$ cat config.mk
export PLATFORM = sky130hd
export DESIGN_NAME = pport_unlock_seq
export DESIGN_NICKNAME = d
export VERILOG_FILES = /design/src/rtl/pport_unlock_pkg.sv /design/src/rtl/pport_step_timer.sv /design/src/rtl/pport_id_capture.sv /design/src/rtl/pport_unlock_seq.sv
export SDC_FILE = /design/constraint.sdc
export NUM_CORES = 1
export LEC_CHECK = 0
export BUFFER_PORTS_ARGS = -buffer_cell sky130_fd_sc_hd__buf_2
export CAP_MARGIN = 15
export CORE_MARGIN = 2
export CORE_UTILIZATION = 60
export CTS_BUF_LIST = sky130_fd_sc_hd__clkbuf_8
export DETAILED_ROUTE_END_ITERATION = 6
export GPL_TIMING_DRIVEN = 0
export PLACE_DENSITY = 0.81
export SYNTH_ARGS = -nofsm -noshare
export SYNTH_HDL_FRONTEND = slang
export SYNTH_HIERARCHICAL = 1
export SYNTH_SLANG_ARGS = --single-unit
$ cat constraint.sdc
create_clock -name clk -period 7.7 [get_ports clk]
set_input_delay 0.385 -clock clk [delete_from_list [all_inputs] [get_ports clk]]
set_output_delay 0.385 -clock clk [all_outputs]
set_load 0.005 [all_outputs]
$ cat src/rtl/pport_unlock_pkg.sv
package pport_unlock_pkg;

    localparam int BYTE_W       = 8;
    localparam int CTRL_W       = 4;
    localparam int NIB_W        = 4;
    localparam int ID_NIBS      = 3;
    localparam int ID_W         = NIB_W * ID_NIBS;
    localparam int MAGIC_LEN    = 7;
    localparam int STROBE_LEN   = 3;
    localparam int PROBE_SERIES = 3;
    localparam int IDX_W        = $clog2(MAGIC_LEN + 1);
    localparam int SER_W        = $clog2(PROBE_SERIES + 1);

    localparam logic [ID_W-1:0]   ID_EXPECT    = 12'hB5F;
    localparam logic [BYTE_W-1:0] DATA_REST    = 8'hFF;
    localparam logic [BYTE_W-1:0] CODE_ATTACH  = 8'h20;
    localparam logic [BYTE_W-1:0] CODE_RELEASE = 8'h30;
    localparam logic [BYTE_W-1:0] CODE_BLANK   = 8'h00;
    localparam logic [CTRL_W-1:0] CTRL_REST    = 4'h4;
    localparam logic [CTRL_W-1:0] CTRL_PREP    = 4'hC;
    localparam logic [CTRL_W-1:0] CTRL_STROBE  = 4'h5;

    // step positions used for identifier sampling
    localparam logic [IDX_W-1:0] IDX_SAMPLE_HI  = 3'd4;
    localparam logic [IDX_W-1:0] IDX_SAMPLE_MID = 3'd5;
    localparam logic [IDX_W-1:0] IDX_CMD        = 3'(MAGIC_LEN);
    localparam logic [IDX_W-1:0] IDX_STRB_HIGH  = 3'd1;
    localparam logic [IDX_W-1:0] IDX_STRB_LAST  = 3'(STROBE_LEN - 1);

    typedef enum logic [1:0] {
        OP_ATTACH  = 2'd0,
        OP_RELEASE = 2'd1,
        OP_PROBE   = 2'd2,
        OP_NONE    = 2'd3
    } op_t;

    typedef enum logic [2:0] {
        PH_IDLE,
        PH_PREP,
        PH_BYTES,
        PH_STROBE,
        PH_PARK,
        PH_DONE
    } phase_t;

    function automatic logic [BYTE_W-1:0] key_byte(input logic [IDX_W-1:0] i);
        logic [BYTE_W-1:0] v;
        unique case (i)
            3'd0:    v = 8'hFE;
            3'd1:    v = 8'hAA;
            3'd2:    v = 8'h55;
            3'd3:    v = 8'h00;
            3'd4:    v = 8'hFF;
            3'd5:    v = 8'h87;
            3'd6:    v = 8'h78;
            default: v = DATA_REST;
        endcase
        return v;
    endfunction

    function automatic logic [BYTE_W-1:0] cmd_code(input op_t op, input logic [SER_W-1:0] ser);
        logic [BYTE_W-1:0] v;
        unique case (op)
            OP_ATTACH:  v = CODE_ATTACH;
            OP_RELEASE: v = CODE_RELEASE;
            OP_PROBE:   v = (ser == 2'd0) ? CODE_RELEASE :
                            (ser == 2'd1) ? CODE_BLANK : CODE_ATTACH;
            default:    v = CODE_ATTACH;
        endcase
        return v;
    endfunction

endpackage

$ cat src/rtl/pport_step_timer.sv
module pport_step_timer #(
    parameter int HOLD_W = 8
) (
    input  logic              clk,
    input  logic              rst_n,
    input  logic              load,
    input  logic [HOLD_W-1:0] hold_val,
    output logic              expire
);

    logic [HOLD_W-1:0] cnt_q;

    always_ff @(posedge clk) begin
        if (!rst_n) begin
            cnt_q <= '0;
        end else if (load) begin
            cnt_q <= hold_val;
        end else if (cnt_q != '0) begin
            cnt_q <= cnt_q - 1'b1;
        end
    end

    assign expire = (cnt_q == '0);

    // the remaining count never exceeds the latched hold
    p_cnt_bound_r5: assert property (@(posedge clk) disable iff (!rst_n)
        cnt_q <= hold_val);

endmodule

$ cat src/rtl/pport_id_capture.sv
module pport_id_capture
    import pport_unlock_pkg::*;
(
    input  logic               clk,
    input  logic               rst_n,
    input  logic [ID_NIBS-1:0] cap_en,
    input  logic [NIB_W-1:0]   status_nib,
    input  logic               commit,
    output logic               id_ok
);

    logic [NIB_W-1:0] nib_q [ID_NIBS];
    logic [ID_W-1:0]  id_word;

    for (genvar g = 0; g < ID_NIBS; g++) begin : g_nib
        always_ff @(posedge clk) begin
            if (!rst_n) begin
                nib_q[g] <= '0;
            end else if (cap_en[g]) begin
                nib_q[g] <= status_nib;
            end
        end
    end

    always_comb begin
        id_word = '0;
        for (int k = 0; k < ID_NIBS; k++) begin
            id_word[k*NIB_W +: NIB_W] = nib_q[k];
        end
    end

    always_ff @(posedge clk) begin
        if (!rst_n) begin
            id_ok <= 1'b0;
        end else if (commit) begin
            id_ok <= (id_word == ID_EXPECT);
        end
    end

    // at most one sample point per cycle
    p_cap_onehot_r8: assert property (@(posedge clk) disable iff (!rst_n)
        $onehot0(cap_en));

    // verdict only moves on a probe commit
    p_idok_hold_r9: assert property (@(posedge clk) disable iff (!rst_n)
        !commit |=> $stable(id_ok));

endmodule

$ cat src/rtl/pport_unlock_seq.sv
module pport_unlock_seq
    import pport_unlock_pkg::*;
#(
    parameter int HOLD_W = 8
) (
    input  logic              clk,
    input  logic              rst_n,
    input  logic              start,
    input  logic [1:0]        cmd_sel,
    input  logic [HOLD_W-1:0] hold_cycles,
    input  logic [7:0]        status_in,
    output logic [7:0]        data_out,
    output logic [3:0]        ctrl_out,
    output logic              busy,
    output logic              done,
    output logic              id_ok
);

    phase_t            phase_q, phase_d;
    logic [IDX_W-1:0]  idx_q, idx_d;
    logic [SER_W-1:0]  ser_q, ser_d;
    op_t               op_q, op_d;
    logic [HOLD_W-1:0] hold_q, hold_d;

    logic              expire;
    logic              step_load;
    logic              accept;
    logic              last_series;
    logic              probe_final;
    logic [ID_NIBS-1:0] cap_en;
    logic              commit;
    logic [BYTE_W-1:0] cur_cmd;

    assign accept      = (phase_q == PH_IDLE) && start && (op_t'(cmd_sel) != OP_NONE);
    assign last_series = (op_q != OP_PROBE) || (ser_q == SER_W'(PROBE_SERIES - 1));
    assign probe_final = (op_q == OP_PROBE) && (ser_q == SER_W'(PROBE_SERIES - 1));
    assign cur_cmd     = cmd_code(op_q, ser_q);

    // next-state process
    always_comb begin
        phase_d   = phase_q;
        idx_d     = idx_q;
        ser_d     = ser_q;
        op_d      = op_q;
        hold_d    = hold_q;
        step_load = 1'b0;
        unique case (phase_q)
            PH_IDLE: begin
                if (accept) begin
                    op_d      = op_t'(cmd_sel);
                    hold_d    = hold_cycles;
                    idx_d     = '0;
                    ser_d     = '0;
                    step_load = 1'b1;
                    phase_d   = (op_t'(cmd_sel) == OP_PROBE) ? PH_PREP : PH_BYTES;
                end
            end
            PH_PREP: begin
                if (expire) begin
                    phase_d   = PH_BYTES;
                    idx_d     = '0;
                    step_load = 1'b1;
                end
            end
            PH_BYTES: begin
                if (expire) begin
                    step_load = 1'b1;
                    if (idx_q == IDX_CMD) begin
                        phase_d = PH_STROBE;
                        idx_d   = '0;
                    end else begin
                        idx_d = idx_q + 1'b1;
                    end
                end
            end
            PH_STROBE: begin
                if (expire) begin
                    step_load = 1'b1;
                    if (idx_q == IDX_STRB_LAST) begin
                        phase_d = PH_PARK;
                        idx_d   = '0;
                    end else begin
                        idx_d = idx_q + 1'b1;
                    end
                end
            end
            PH_PARK: begin
                if (expire) begin
                    if (last_series) begin
                        phase_d = PH_DONE;
                    end else begin
                        phase_d   = PH_BYTES;
                        ser_d     = ser_q + 1'b1;
                        idx_d     = '0;
                        step_load = 1'b1;
                    end
                end
            end
            PH_DONE: begin
                phase_d = PH_IDLE;
            end
            default: phase_d = PH_IDLE;
        endcase
    end

    // state register process
    always_ff @(posedge clk) begin
        if (!rst_n) begin
            phase_q <= PH_IDLE;
            idx_q   <= '0;
            ser_q   <= '0;
            op_q    <= OP_ATTACH;
            hold_q  <= '0;
        end else begin
            phase_q <= phase_d;
            idx_q   <= idx_d;
            ser_q   <= ser_d;
            op_q    <= op_d;
            hold_q  <= hold_d;
        end
    end

    // output process
    always_comb begin
        data_out = DATA_REST;
        ctrl_out = CTRL_REST;
        busy     = 1'b0;
        done     = 1'b0;
        unique case (phase_q)
            PH_IDLE: ;
            PH_PREP: begin
                ctrl_out = CTRL_PREP;
                busy     = 1'b1;
            end
            PH_BYTES: begin
                data_out = (idx_q == IDX_CMD) ? cur_cmd : key_byte(idx_q);
                ctrl_out = (op_q == OP_PROBE && ser_q == '0) ? CTRL_PREP : CTRL_REST;
                busy     = 1'b1;
            end
            PH_STROBE: begin
                data_out = cur_cmd;
                ctrl_out = (idx_q == IDX_STRB_HIGH) ? CTRL_STROBE : CTRL_REST;
                busy     = 1'b1;
            end
            PH_PARK: begin
                busy = 1'b1;
            end
            PH_DONE: begin
                done = 1'b1;
            end
            default: ;
        endcase
    end

    // identifier sample points, last cycle of each step
    assign cap_en[2] = probe_final && expire && (phase_q == PH_BYTES) && (idx_q == IDX_SAMPLE_HI);
    assign cap_en[1] = probe_final && expire && (phase_q == PH_BYTES) && (idx_q == IDX_SAMPLE_MID);
    assign cap_en[0] = probe_final && expire && (phase_q == PH_STROBE) && (idx_q == IDX_STRB_HIGH);
    assign commit    = probe_final && expire && (phase_q == PH_PARK);

    pport_step_timer #(.HOLD_W(HOLD_W)) u_timer (
        .clk      (clk),
        .rst_n    (rst_n),
        .load     (step_load),
        .hold_val (hold_d),
        .expire   (expire)
    );

    pport_id_capture u_idcap (
        .clk        (clk),
        .rst_n      (rst_n),
        .cap_en     (cap_en),
        .status_nib (status_in[7:4]),
        .commit     (commit),
        .id_ok      (id_ok)
    );

    // busy and done never overlap
    p_busy_done_excl_r6: assert property (@(posedge clk) disable iff (!rst_n)
        !(busy && done));

    // done is a single-cycle pulse followed by rest
    p_done_pulse_r6: assert property (@(posedge clk) disable iff (!rst_n)
        done |=> (!done && !busy));

    // outputs hold while the step timer runs
    p_step_hold_r5: assert property (@(posedge clk) disable iff (!rst_n)
        (busy && !expire) |=> ($stable(data_out) && $stable(ctrl_out)));

    // rest values whenever not busy
    p_rest_lines_r1: assert property (@(posedge clk) disable iff (!rst_n)
        !busy |-> (data_out == DATA_REST && ctrl_out == CTRL_REST));

    // a valid start at rest begins an operation
    p_accept_r7: assert property (@(posedge clk) disable iff (!rst_n)
        (!busy && !done && start && cmd_sel != 2'd3) |=> busy);

endmodule

==> results of run 1 <==
[synthesized netlist by cell type, types with 2 or more instances]
master / n
edfxtp_1: 12
nor2b_1: 8
mux2i_1: 10
o211ai_1: 2
buf_4: 3
xnor2_1: 4
or2_2: 2
clkbuf_1: 10
o21ai_0: 13
a31oi_1: 2
a21oi_1: 7
nand4_1: 3
nand2_1: 18
ha_1: 11
nand3_1: 10
nand3b_1: 2
and2_1: 11
nor3_1: 6
buf_6: 3
dfxtp_1: 27
a211oi_1: 2
nor2_1: 10
and3_1: 12
mux2_4: 8
inv_1: 11
nand2b_1: 7
o31ai_1: 6
a21boi_0: 2
conb_1: 2
nand4b_1: 5
[through the flow]
| step | power, mW | std cells | util | setup WS, ns | instance area (um^2) |
|---|---|---|---|---|---|
| 5_1_grt | 0.716 | 337 | 0.724 | 4.09 | 2710 |
| 2_1_floorplan | 0.450 | 252 | - | 4.71 | 2380 |
| 3_3_place_gp | 0.498 | 329 | 0.692 | 3.89 | 2590 |
| 4_1_cts | 0.675 | 337 | 0.724 | 4.41 | 2710 |
| 6_report | 0.674 | 337 | 0.724 | 4.39 | 2710 |
| 3_5_place_dp | 0.507 | 329 | 0.694 | 4.42 | 2600 |
[layout make-up]
cell class / count / area [um^2] / share of cell area
Clock inverter: 3 / 43.8 / 0.0162
Buffer: 17 / 98.8 / 0.0365
Sequential cell: 39 / 901 / 0.333
Tap cell: 48 / 60.1 / 0.0222
Timing Repair Buffer: 29 / 145 / 0.0536
Clock buffer: 5 / 68.8 / 0.0254
Inverter: 11 / 41.3 / 0.0152
Multi-Input combinational cell: 185 / 1350 / 0.498
[metal layers]
| metal | track usage | part of all wire |
|---|---|---|
| met2 | 0.406 | 0.48 |
| met5 | 0 | 0 |
| met4 | 0.105 | 0.010 |
| met1 | 0.298 | 0.45 |
| met3 | 0.0439 | 0.054 |
[kinds of logic (layout without fill, tap and decap cells)]
family,after synthesis,after routing
other cells,2,2
fa+ha+maj,11,11
simple gates,103,103
compound gates,45,45
mux,19,19
flops,39,39
buf+inv,28,65
xor+xnor,5,5
[registers in the layout, summed over array words and instances, names as in the netlist]
name           count
op_q               2
u_idcap/nib_q     12
ser_q              2
u_timer/cnt_q      8
idx_q              3
phase_q            3
hold_q             8
u_idcap/id_ok      1
[worst register-to-register path, stage by stage (launching register included)]
cell	delay (ns)
dfxtp_1	0.37
nor4_4	0.34
and4bb_1	0.26
buf_6	0.15
clkbuf_1	0.35
inv_1	0.13
o311ai_2	0.86
inv_1	0.38
o21ai_0	0.30
a311oi_2	0.05
[where the power goes]
group	internal (mW)	leakage, nW	switching, mW	total, mW
Combinational	0.112	0.733	0.134	0.246
Sequential	0.237	0.345	0.0223	0.259
Clock	0.0965	0.0581	0.0733	0.170
[worst max path at each step]
stage                      from               end  slack [ns]  cells after the start
3_5_place_dp   u_timer/cnt_q[3]  u_timer/cnt_q[1]        4.42                      9
2_1_floorplan  u_timer/cnt_q[3]  u_timer/cnt_q[1]        4.71                      9
4_1_cts        u_timer/cnt_q[3]  u_timer/cnt_q[1]        4.41                      9
5_1_grt        u_timer/cnt_q[3]  u_timer/cnt_q[1]        4.09                      9
3_3_place_gp   u_timer/cnt_q[3]  u_timer/cnt_q[1]        3.89                      9
6_report       u_timer/cnt_q[3]  u_timer/cnt_q[1]        4.39                      9
==> impl_results.md, run 1 <==
* Initial Utilization at 0.637
* Inserted Clock Buffers at 5
* WHS at 0.381 ns
* Root Driver: clkbuf_8
* Fmax at 0.302 GHz
* Total global routing overflow at 0
* Crit path max-delay family: compound AO/OA/AOI/OAI gates
* Clk Latency, worst-skew pair at 0.29 ns
* Area grow syn2layout at 13.6%
* Final setup vio count at 0
* Row cnt at 22
* CP Launch Type: flip-flop
* Most frequent cells in the layout: buf_2, dfxtp_1, nand2_1
* Share of cells above drive strength 1 at 0.211
* Arrival time worst endpoint at 3.47 ns
* Power per Cell Area at 249 nW/um^2
* Fill count at 292
* Post-synthesis cell count at 252
* Syn Nets at 284
* # port buffers at 29
* Count of boundary I/O pins at 36
* Clock skew at 0.00368 ns
* Static Leak at 1.14 nW
* Status: finished, final reports clean
* TritonCTS clock tree: done
* Nets at 320
* Synth Area in Adders at 0.0577
* Most common cell after layout, fill and taps aside: buf_2
* Worst Hold Path Cells at 2
* Post-route ant nets at 0
* Slew headroom at 0.340
* Core Area at 3740 um^2
* Cell taking the most area after synthesis: dfxtp_1
* FF-to-FF setup slack at 4.39 ns
* GRT Total Usage at 0.241
* XOR/XNOR share of the synthesized area at 0.0184
* Shortest period the worst path allows at 3.31 ns
* CTS Hold Bufs at 0
* Max cap viols at 0
* Async SR Flop Fraction at 0
* DR DRC count at 0
* Hold_sp: cmd_sel[1]
* Worst-Margin Slew at 0.989 ns
* Critical setup path kind: flip-flop to flip-flop
* DR pass1 iterations at 4
* H-Tree Depth at 2
* Mux cell area share after synthesis at 0.0971
* CTS sink cnt at 39
* Synth Area in Simple Gates at 0.258
* N_diodes at 0
* Die Area at 4490 um^2
* Hold Crit Class: input port to flip-flop
* Post-CTS setup buffers at 0
* Syn avg cell area at 9.46 um^2
* Worst reg-to-reg path cell count at 9
* Via/cell ratio at 5.82
* Tcrit/Tclk final at 0.429
* Post-synth EDFFs at 12
* Critical path's slowest cell: o311ai_2
* Mapped Area at 2380 um^2
* Req. time, crit path at 7.86 ns
* Main area contributors after synthesis: dfxtp_1, edfxtp_1, ha_1
* #FFs+latches synth at 39
* WP buf/inv at 4
* Vias in the first global route at 1794
* Post-DP HPWL at 3530 um
* Final Hold Viols at 0
* Final setup TNS at 0 ns
* Die Y-Extent at 67.0 um
* Yosys top cell area share at 0.227
* Final Slew Violations at 0
* RSZ-0062 raised after global routing: no
* Final Wtd Congestion at 0.851
* Number of antenna violations at the first check in global routing at 0
* Reg-to-reg endpoint: u_timer/cnt_q[1]
* Unique cell type count in the Yosys netlist at 53
* Post-synthesis compound-gate area fraction at 0.129
* Crit-path cells: nor4_4 > and4bb_1 > buf_6 > clkbuf_1 > inv_1 > o311ai_2 > inv_1 > o21ai_0 > a311oi_2
* Synth warnings at 6
* CP endpoint kind: flip-flop
* Synth Flop Type: dfxtp_1
* First-pass GRT wire length at 8110 um
* Hold path endpoint: op_q[1]
* Routed via count at 1962
* Drt wl/cell at 14.7 um
* Total wire length at 4960 um
* Number of DRC markers in iteration 0 at 155
* # resized after CTS at 0
* Die Wd at 67.0 um
* Clock buffer depth at 2
* Worst VDD drop at 0.124 mV
* Register area share after synthesis at 0.378
* Main combinational cell family by area after synthesis: simple AND/OR/NAND/NOR gates
* CP most frequent cell: inv_1
* CP max FO at 10
* Clock transition at path regs at 0.08 ns
* Largest net degree at the start of global routing at 15
* CP max stage delay at 0.86 ns
* Worst reg2reg startpoint: u_timer/cnt_q[3]
(Power assumes the default switching activity.)
==> run 2, diff against run 1 <==
--- a/config.mk
+++ b/config.mk
@@ -8,11 +8,11 @@
 export BUFFER_PORTS_ARGS = -buffer_cell sky130_fd_sc_hd__buf_2
 export CAP_MARGIN = 15
 export CORE_MARGIN = 2
-export CORE_UTILIZATION = 60
+export CORE_UTILIZATION = 59
 export CTS_BUF_LIST = sky130_fd_sc_hd__clkbuf_8
 export DETAILED_ROUTE_END_ITERATION = 6
 export GPL_TIMING_DRIVEN = 0
-export PLACE_DENSITY = 0.81
+export PLACE_DENSITY = 0.8
 export SYNTH_ARGS = -nofsm -noshare
 export SYNTH_HDL_FRONTEND = slang
 export SYNTH_HIERARCHICAL = 1
==> constraint.sdc (replaced) <==
create_clock -name clk -period 3.3 [get_ports clk]
set_input_delay 0.165 -clock clk [delete_from_list [all_inputs] [get_ports clk]]
set_output_delay 0.165 -clock clk [all_outputs]
set_load 0.005 [all_outputs]
==> impl_results.md, run 2 (synthesis results as in run 1) <==
* Die Area at 4560 um^2 (was 4490 um^2)
* Die Wd at 67.6 um (was 67.0 um)
* Clock buffer depth at 2 (unchanged)
* Count of boundary I/O pins at 36 (unchanged)
* Layout Cells excl Fill at 339 (was 337)
* Tcrit/Tclk final at 0.926 (was 0.429)
* Vias in the first global route at 1760 (was 1794)
* Post-route ant nets at 0 (unchanged)
* Placed cell count at 331 (was 329)
* Post-DP HPWL at 3620 um (was 3530 um)
* First-pass GRT wire length at 8200 um (was 8110 um)
* Static Leak at 1.14 nW (about the same)
* Via/cell ratio at 5.73 (was 5.82)
* CP endpoint kind: flip-flop (unchanged)
* Final Wtd Congestion at 0.880 (was 0.851)
* CTS Hold Bufs at 0 (unchanged)
* N_diodes at 0 (unchanged)
* Routed via count at 1944 (was 1962)
* Slew headroom at 0.589 (was 0.340)
* CP most frequent cell: inv_1 (unchanged)
* Final setup vio count at 0 (unchanged)
* Number of DRC markers in iteration 0 at 78 (was 155)
* Critical setup path kind: flip-flop to flip-flop (unchanged)
* Largest net degree at the start of global routing at 15 (unchanged)
* Status: finished, final reports clean (unchanged)
* Pwr Total at 1.60 mW (was 0.674 mW)
* Clock transition at path regs at 0.08 ns (about the same)
* FF/Latch Area at 901 um^2 (unchanged)
* DR DRC count at 0 (unchanged)
* CP Launch Type: flip-flop (unchanged)
* TritonCTS clock tree: done (unchanged)
* RSZ-0062 raised after global routing: no (unchanged)
* Biggest register: u_idcap/nib_q (unchanged)
* Largest register FFs at 12 (unchanged)
* CP max stage delay at 0.60 ns (was 0.86 ns)
* Nets at 320 (unchanged)
* Worst VDD drop at 0.303 mV (was 0.124 mV)
* Crit-path cells: nor4_4 > and4bb_1 > buf_6 > clkbuf_1 > inv_1 > o311ai_4 > inv_1 > o21ai_0 > a311oi_2 (was nor4_4 > and4bb_1 > buf_6 > clkbuf_1 > inv_1 > o311ai_2 > inv_1 > o21ai_0 > a311oi_2)
* Total wire length at 5010 um (was 4960 um)
* DR pass1 iterations at 5 (was 4)
* CTS sink cnt at 39 (unchanged)
* Power per Cell Area at 586 nW/um^2 (was 249 nW/um^2)
* Worst-Margin Slew at 0.611 ns (was 0.989 ns)
* Final Hold Viols at 0 (unchanged)
* Clk Latency, worst-skew pair at 0.29 ns (about the same)
* Shortest period the worst path allows at 3.05 ns (was 3.31 ns)
* Largest registers: u_idcap/nib_q (12), hold_q (8), u_timer/cnt_q (8) (unchanged)
* Arrival time worst endpoint at 3.22 ns (was 3.47 ns)
* Fmax at 0.327 GHz (was 0.302 GHz)
* Root Driver: clkbuf_8 (unchanged)
* Max cap viols at 0 (unchanged)
* Core Area at 3940 um^2 (was 3740 um^2)
* Req. time, crit path at 3.47 ns (was 7.86 ns)
* Most frequent cells in the layout: buf_2, dfxtp_1, nand2_1 (unchanged)
* Die Y-Extent at 67.6 um (was 67.0 um)
* WP buf/inv at 4 (unchanged)
* CP max FO at 10 (unchanged)
* Fill count at 311 (was 292)
* Critical path's slowest cell: o311ai_4 (was o311ai_2)
* Crit path max-delay family: compound AO/OA/AOI/OAI gates (unchanged)
* Inserted Clock Buffers at 5 (unchanged)
* Initial Utilization at 0.605 (was 0.637)
* WHS at 0.162 ns (was 0.381 ns)
* # port buffers at 29 (unchanged)
* Row cnt at 23 (was 22)
* H-Tree Depth at 2 (unchanged)
* Total global routing overflow at 0 (unchanged)
* Hold Crit Class: input port to flip-flop (unchanged)
* Clock skew at 0.00249 ns (was 0.00368 ns)
* Most common cell after layout, fill and taps aside: buf_2 (unchanged)
* Drt wl/cell at 14.8 um (was 14.7 um)
* GRT Total Usage at 0.244 (was 0.241)
* Number of antenna violations at the first check in global routing at 0 (unchanged)
* Area grow syn2layout at 14.4% (was 13.6%)
* Final Slew Violations at 0 (unchanged)
* Share of cells above drive strength 1 at 0.211 (unchanged)
* Footprint of the multi-input gates at 1360 um^2 (was 1350 um^2)
==> run 2: changes by cell type in the layout (fill, tap and decap cells not counted) <==
cell and delta:
o311ai_4 +1, o311ai_2 -1, clkbuf_8 +1, clkinv_4 -1
==> run 2: path summary, 6_finish.rpt <==
kind                          from                to  slack (ns)  cells past startpoint
setup / recovery  u_timer/cnt_q[3]  u_timer/cnt_q[1]        0.25                      9
hold / removal          cmd_sel[1]           op_q[1]        0.16                      2
setup reg to reg  u_timer/cnt_q[3]  u_timer/cnt_q[1]        0.25                      9
hold reg to reg      u_idcap/id_ok     u_idcap/id_ok        0.49                      2
==> run 2: final cells by class <==
class / instances / area share
repair buffers: 29 / 0.0532
multi-input cells: 185 / 0.499
plain buffers: 17 / 0.0363
clock inverters: 2 / 0.0128
inverters: 11 / 0.0151
well taps: 50 / 0.0229
flip-flops and latches: 39 / 0.330
clock buffers: 6 / 0.0303
==> run 2: power breakdown <==
part / internal [mW] / switching, mW
Clock: 0.245 / 0.170
Sequential: 0.552 / 0.0516
Combinational: 0.264 / 0.315
Total: 1.06 / 0.537
==> run 2: timing repair <==
item                                    in CTS  in global routing
setup buffers                                0                  0
gates resized for setup                      1                  0
endpoints found under the setup margin       1                  0
==> run 2: worst reg2reg max path, cell delays in order, from the launching register on <==
cell and delay (ns):
dfxtp_1 0.37, nor4_4 0.36, and4bb_1 0.26, buf_6 0.14, clkbuf_1 0.37, inv_1 0.16
o311ai_4 0.60, inv_1 0.30, o21ai_0 0.30, a311oi_2 0.07
==> run 2: stage by stage <==
stage	setup slack, ns	utilization	cell area (um^2)	TNS (ns)
after CTS	0.279	0.692	2730	0
after floorplan	0.308	-	2380	0
after global placement	-0.503	0.657	2590	-3.68
after detailed placement	0.0238	0.659	2600	0
after global routing	0.0464	0.692	2730	0
final	0.246	0.692	2730	0
==> run 2: routing by layer <==
layer / part of all wire / GRT usage / wire [um]
met1: 0.44 / 0.306 / 2220
met2: 0.49 / 0.408 / 2460
met3: 0.049 / 0.0550 / 246
met4: 0.017 / 0.0893 / 87
met5: 0 / 0 / 0
==> run 3, diff against run 2 <==
--- a/config.mk
+++ b/config.mk
@@ -5,6 +5,7 @@
 export SDC_FILE = /design/constraint.sdc
 export NUM_CORES = 1
 export LEC_CHECK = 0
+export ABC_AREA = 1
 export BUFFER_PORTS_ARGS = -buffer_cell sky130_fd_sc_hd__buf_2
 export CAP_MARGIN = 15
 export CORE_MARGIN = 2
==> impl_results.md, run 3 <==
* Drt wl/cell at 10.9 um (was 14.8 um)
* Clock transition at path regs at 0.08 ns (about the same)
* DR DRC count at 0 (unchanged)
* Arrival time worst endpoint at 2.20 ns (was 3.22 ns)
* Number of antenna violations at the first check in global routing at 0 (unchanged)
* Die Area at 4650 um^2 (was 4560 um^2)
* Initial Utilization at 0.612 (was 0.605)
* Worst reg2reg startpoint: u_timer/cnt_q[0] (was u_timer/cnt_q[3])
* Core Area at 3970 um^2 (was 3940 um^2)
* Routed via count at 2070 (was 1944)
* FF-to-FF setup slack at 1.10 ns (was 0.25 ns)
* Most common cell after layout, fill and taps aside: nor2_1 (was buf_2)
* Critical setup path kind: flip-flop to flip-flop (unchanged)
* Final Slew Violations at 0 (unchanged)
* H-Tree Depth at 2 (unchanged)
* Worst VDD drop at 0.562 mV (was 0.303 mV)
* Met3 Wirelength at 187 um (was 246 um)
* WL met2 at 2090 um (was 2460 um)
* Number of DRC markers in iteration 0 at 98 (was 78)
* Static Leak at 1.30 nW (was 1.14 nW)
* Clock buffer depth at 2 (unchanged)
* RSZ-0062 raised after global routing: no (unchanged)
* Die Wd at 68.2 um (was 67.6 um)
* Hold_sp: hold_cycles[7] (was cmd_sel[1])
* Clock skew at 0.00710 ns (was 0.00249 ns)
* Nets at 399 (was 320)
* Hold path endpoint: hold_q[7] (was op_q[1])
* Final setup vio count at 0 (unchanged)
* Via/cell ratio at 4.95 (was 5.73)
* Crit path max-delay family: simple AND/OR/NAND/NOR gates (was compound AO/OA/AOI/OAI gates)
* Largest register FFs at 12 (unchanged)
* Final setup TNS at 0 ns (unchanged)
* Status: finished, final reports clean (unchanged)
* Layout Cells excl Fill at 418 (was 339)
* Power per Cell Area at 834 nW/um^2 (was 586 nW/um^2)
* Die Y-Extent at 68.2 um (was 67.6 um)
* Total global routing overflow at 0 (unchanged)
* Synth warnings at 6 (unchanged)
* CTS Hold Bufs at 0 (unchanged)
* CP endpoint kind: flip-flop (unchanged)
* CP max stage delay at 0.42 ns (was 0.60 ns)
* Largest net degree at the start of global routing at 13 (was 15)
* Hold Crit Class: input port to flip-flop (unchanged)
* Main area contributors after synthesis: dfxtp_1, edfxtp_1, nor2_1 (was dfxtp_1, edfxtp_1, ha_1)
* Worst reg-to-reg path cell count at 7 (was 9)
* Worst Hold Path Cells at 3 (was 2)
* Syn Nets at 363 (was 284)
* GRT Total Usage at 0.229 (was 0.244)
* # port buffers at 29 (unchanged)
* Row cnt at 23 (unchanged)
* Synth Flop Type: dfxtp_1 (unchanged)
* CP max FO at 9 (was 10)
* First-pass GRT wire length at 7980 um (was 8200 um)
* Most numerous cell in the Yosys netlist: nor2_1 (was dfxtp_1)
* Most frequent cells in the layout: nor2_1, nand2_1, inv_1 (was buf_2, dfxtp_1, nand2_1)
* Yosys top cell area share at 0.223 (was 0.227)
* Async SR Flop Fraction at 0 (unchanged)
* Largest registers: u_idcap/nib_q (12), hold_q (8), u_timer/cnt_q (8) (unchanged)
* CTS sink cnt at 39 (unchanged)
* Area grow syn2layout at 12.1% (was 14.4%)
* Tcrit/Tclk final at 0.668 (was 0.926)
* Root Driver: clkbuf_8 (unchanged)
* Post-DP HPWL at 3660 um (was 3620 um)
* N_diodes at 0 (unchanged)
* Final Hold Viols at 0 (unchanged)
* # resized after CTS at 0 (was 1)
* CP Launch Type: flip-flop (unchanged)
* Final Wtd Congestion at 0.813 (was 0.880)
* Clk Latency, worst-skew pair at 0.29 ns (about the same)
* TritonCTS clock tree: done (unchanged)
* Count of boundary I/O pins at 36 (unchanged)
* WL met1 at 2250 um (was 2220 um)
* DR pass1 iterations at 4 (was 5)
* Crit-path cells: inv_1 > ha_1 > nand2_2 > nor2_8 > nand3_1 > nor4_1 > or2_1 (was nor4_4 > and4bb_1 > buf_6 > clkbuf_1 > inv_1 > o311ai_4 > inv_1 > o21ai_0 > a311oi_2)
* #FFs+latches synth at 39 (unchanged)
* Post-route ant nets at 0 (unchanged)
* Total wire length at 4560 um (was 5010 um)
* Critical path's slowest cell: nor4_1 (was o311ai_4)
* Mapped Area at 2430 um^2 (was 2380 um^2)
* Share of cells above drive strength 1 at 0.223 (was 0.211)
* Shortest period the worst path allows at 2.20 ns (was 3.05 ns)
* Post-synthesis cell count at 331 (was 252)
* Placed cell count at 410 (was 331)
* Cell taking the most area after synthesis: dfxtp_1 (unchanged)
* Biggest register: u_idcap/nib_q (unchanged)
* Max cap viols at 0 (unchanged)
* Req. time, crit path at 3.29 ns (was 3.47 ns)
* Top layer in use: met4 (unchanged)
* Reg-to-reg endpoint: u_idcap/nib_q[2][0] (was u_timer/cnt_q[1])
* Inserted Clock Buffers at 5 (unchanged)
* Pwr Total at 2.27 mW (was 1.60 mW)
* Register area share after synthesis at 0.371 (was 0.378)
* Vias in the first global route at 1910 (was 1760)
* Syn avg cell area at 7.34 um^2 (was 9.46 um^2)
* Fmax at 0.454 GHz (was 0.327 GHz)
* Most frequent cells after synthesis: nor2_1, nand2_1, inv_1 (was dfxtp_1, nand2_1, o21ai_0)
* WP buf/inv at 1 (was 4)
* Post-synth EDFFs at 12 (unchanged)
* Unique cell type count in the Yosys netlist at 36 (was 53)
* Post-CTS setup buffers at 0 (unchanged)
-- run 3: tightest hold or removal path: stages --
cell and delay (ns):
buf_2 0.08, o21ai_2 0.06, nor2_1 0.07
-- run 3: stage by stage --
step / cell area [um^2] / worst slack, ns / utilization / hold slack [ns]
floorplan: 2430 / 1.47 / - / 0.289
global placement: 2640 / 1.11 / 0.664 / 0.415
detailed placement: 2640 / 1.07 / 0.664 / 0.419
CTS: 2720 / 1.07 / 0.685 / 0.115
global route: 2720 / 0.942 / 0.685 / 0.119
finish: 2720 / 1.10 / 0.685 / 0.117
-- run 3: worst max-delay path by stage --
| stage | from | depth (start not counted) | slack [ns] | endpoint |
|---|---|---|---|---|
| final | u_timer/cnt_q[0] | 7 | 1.10 | u_idcap/nib_q[2][0] |
| after global routing | u_timer/cnt_q[0] | 7 | 0.94 | u_idcap/nib_q[2][2] |
| after CTS | u_timer/cnt_q[0] | 7 | 1.07 | u_idcap/nib_q[2][0] |
| after detailed placement | u_timer/cnt_q[0] | 7 | 1.07 | u_idcap/nib_q[2][0] |
| after global placement | u_timer/cnt_q[0] | 7 | 1.11 | u_idcap/nib_q[2][0] |
| after floorplan | u_timer/cnt_q[0] | 7 | 1.47 | u_idcap/nib_q[0][0] |
-- run 3: cells by family after synthesis --
family / count (synthesis) / share of synthesized area
AO/OA/AOI/OAI: 42 / 0.108
AND/OR/NAND/NOR: 173 / 0.341
buffers and inverters: 61 / 0.109
flip-flops: 39 / 0.371
other: 2 / 0.00309
XOR/XNOR: 3 / 0.0108
adder cells (fa/ha/maj): 11 / 0.0567
-- run 3: routing by layer --
metal | GRT usage | vias to the layer above
met4 | 0.0600 | 0
li1 | - | 1110
met2 | 0.383 | 33
met5 | 0 | -
met1 | 0.292 | 923
met3 | 0.0592 | 4
-- run 3: power by group --
group	internal, mW	switching [mW]	leakage (nW)
clock	0.145	0.164	0.0453
combinational	0.482	0.787	0.912
sequential	0.608	0.0839	0.346
total	1.23	1.04	1.30
-- run 3: area by class of cell --
type                    count  area [um^2]
clock inverters             3         16.3
repair buffers             29          145
inverters                  51          194
multi-input cells         231         1260
flip-flops and latches     39          901
plain buffers              10         71.3
clock buffers               5         68.8
fillers                   341         1250
well taps                  50         62.6
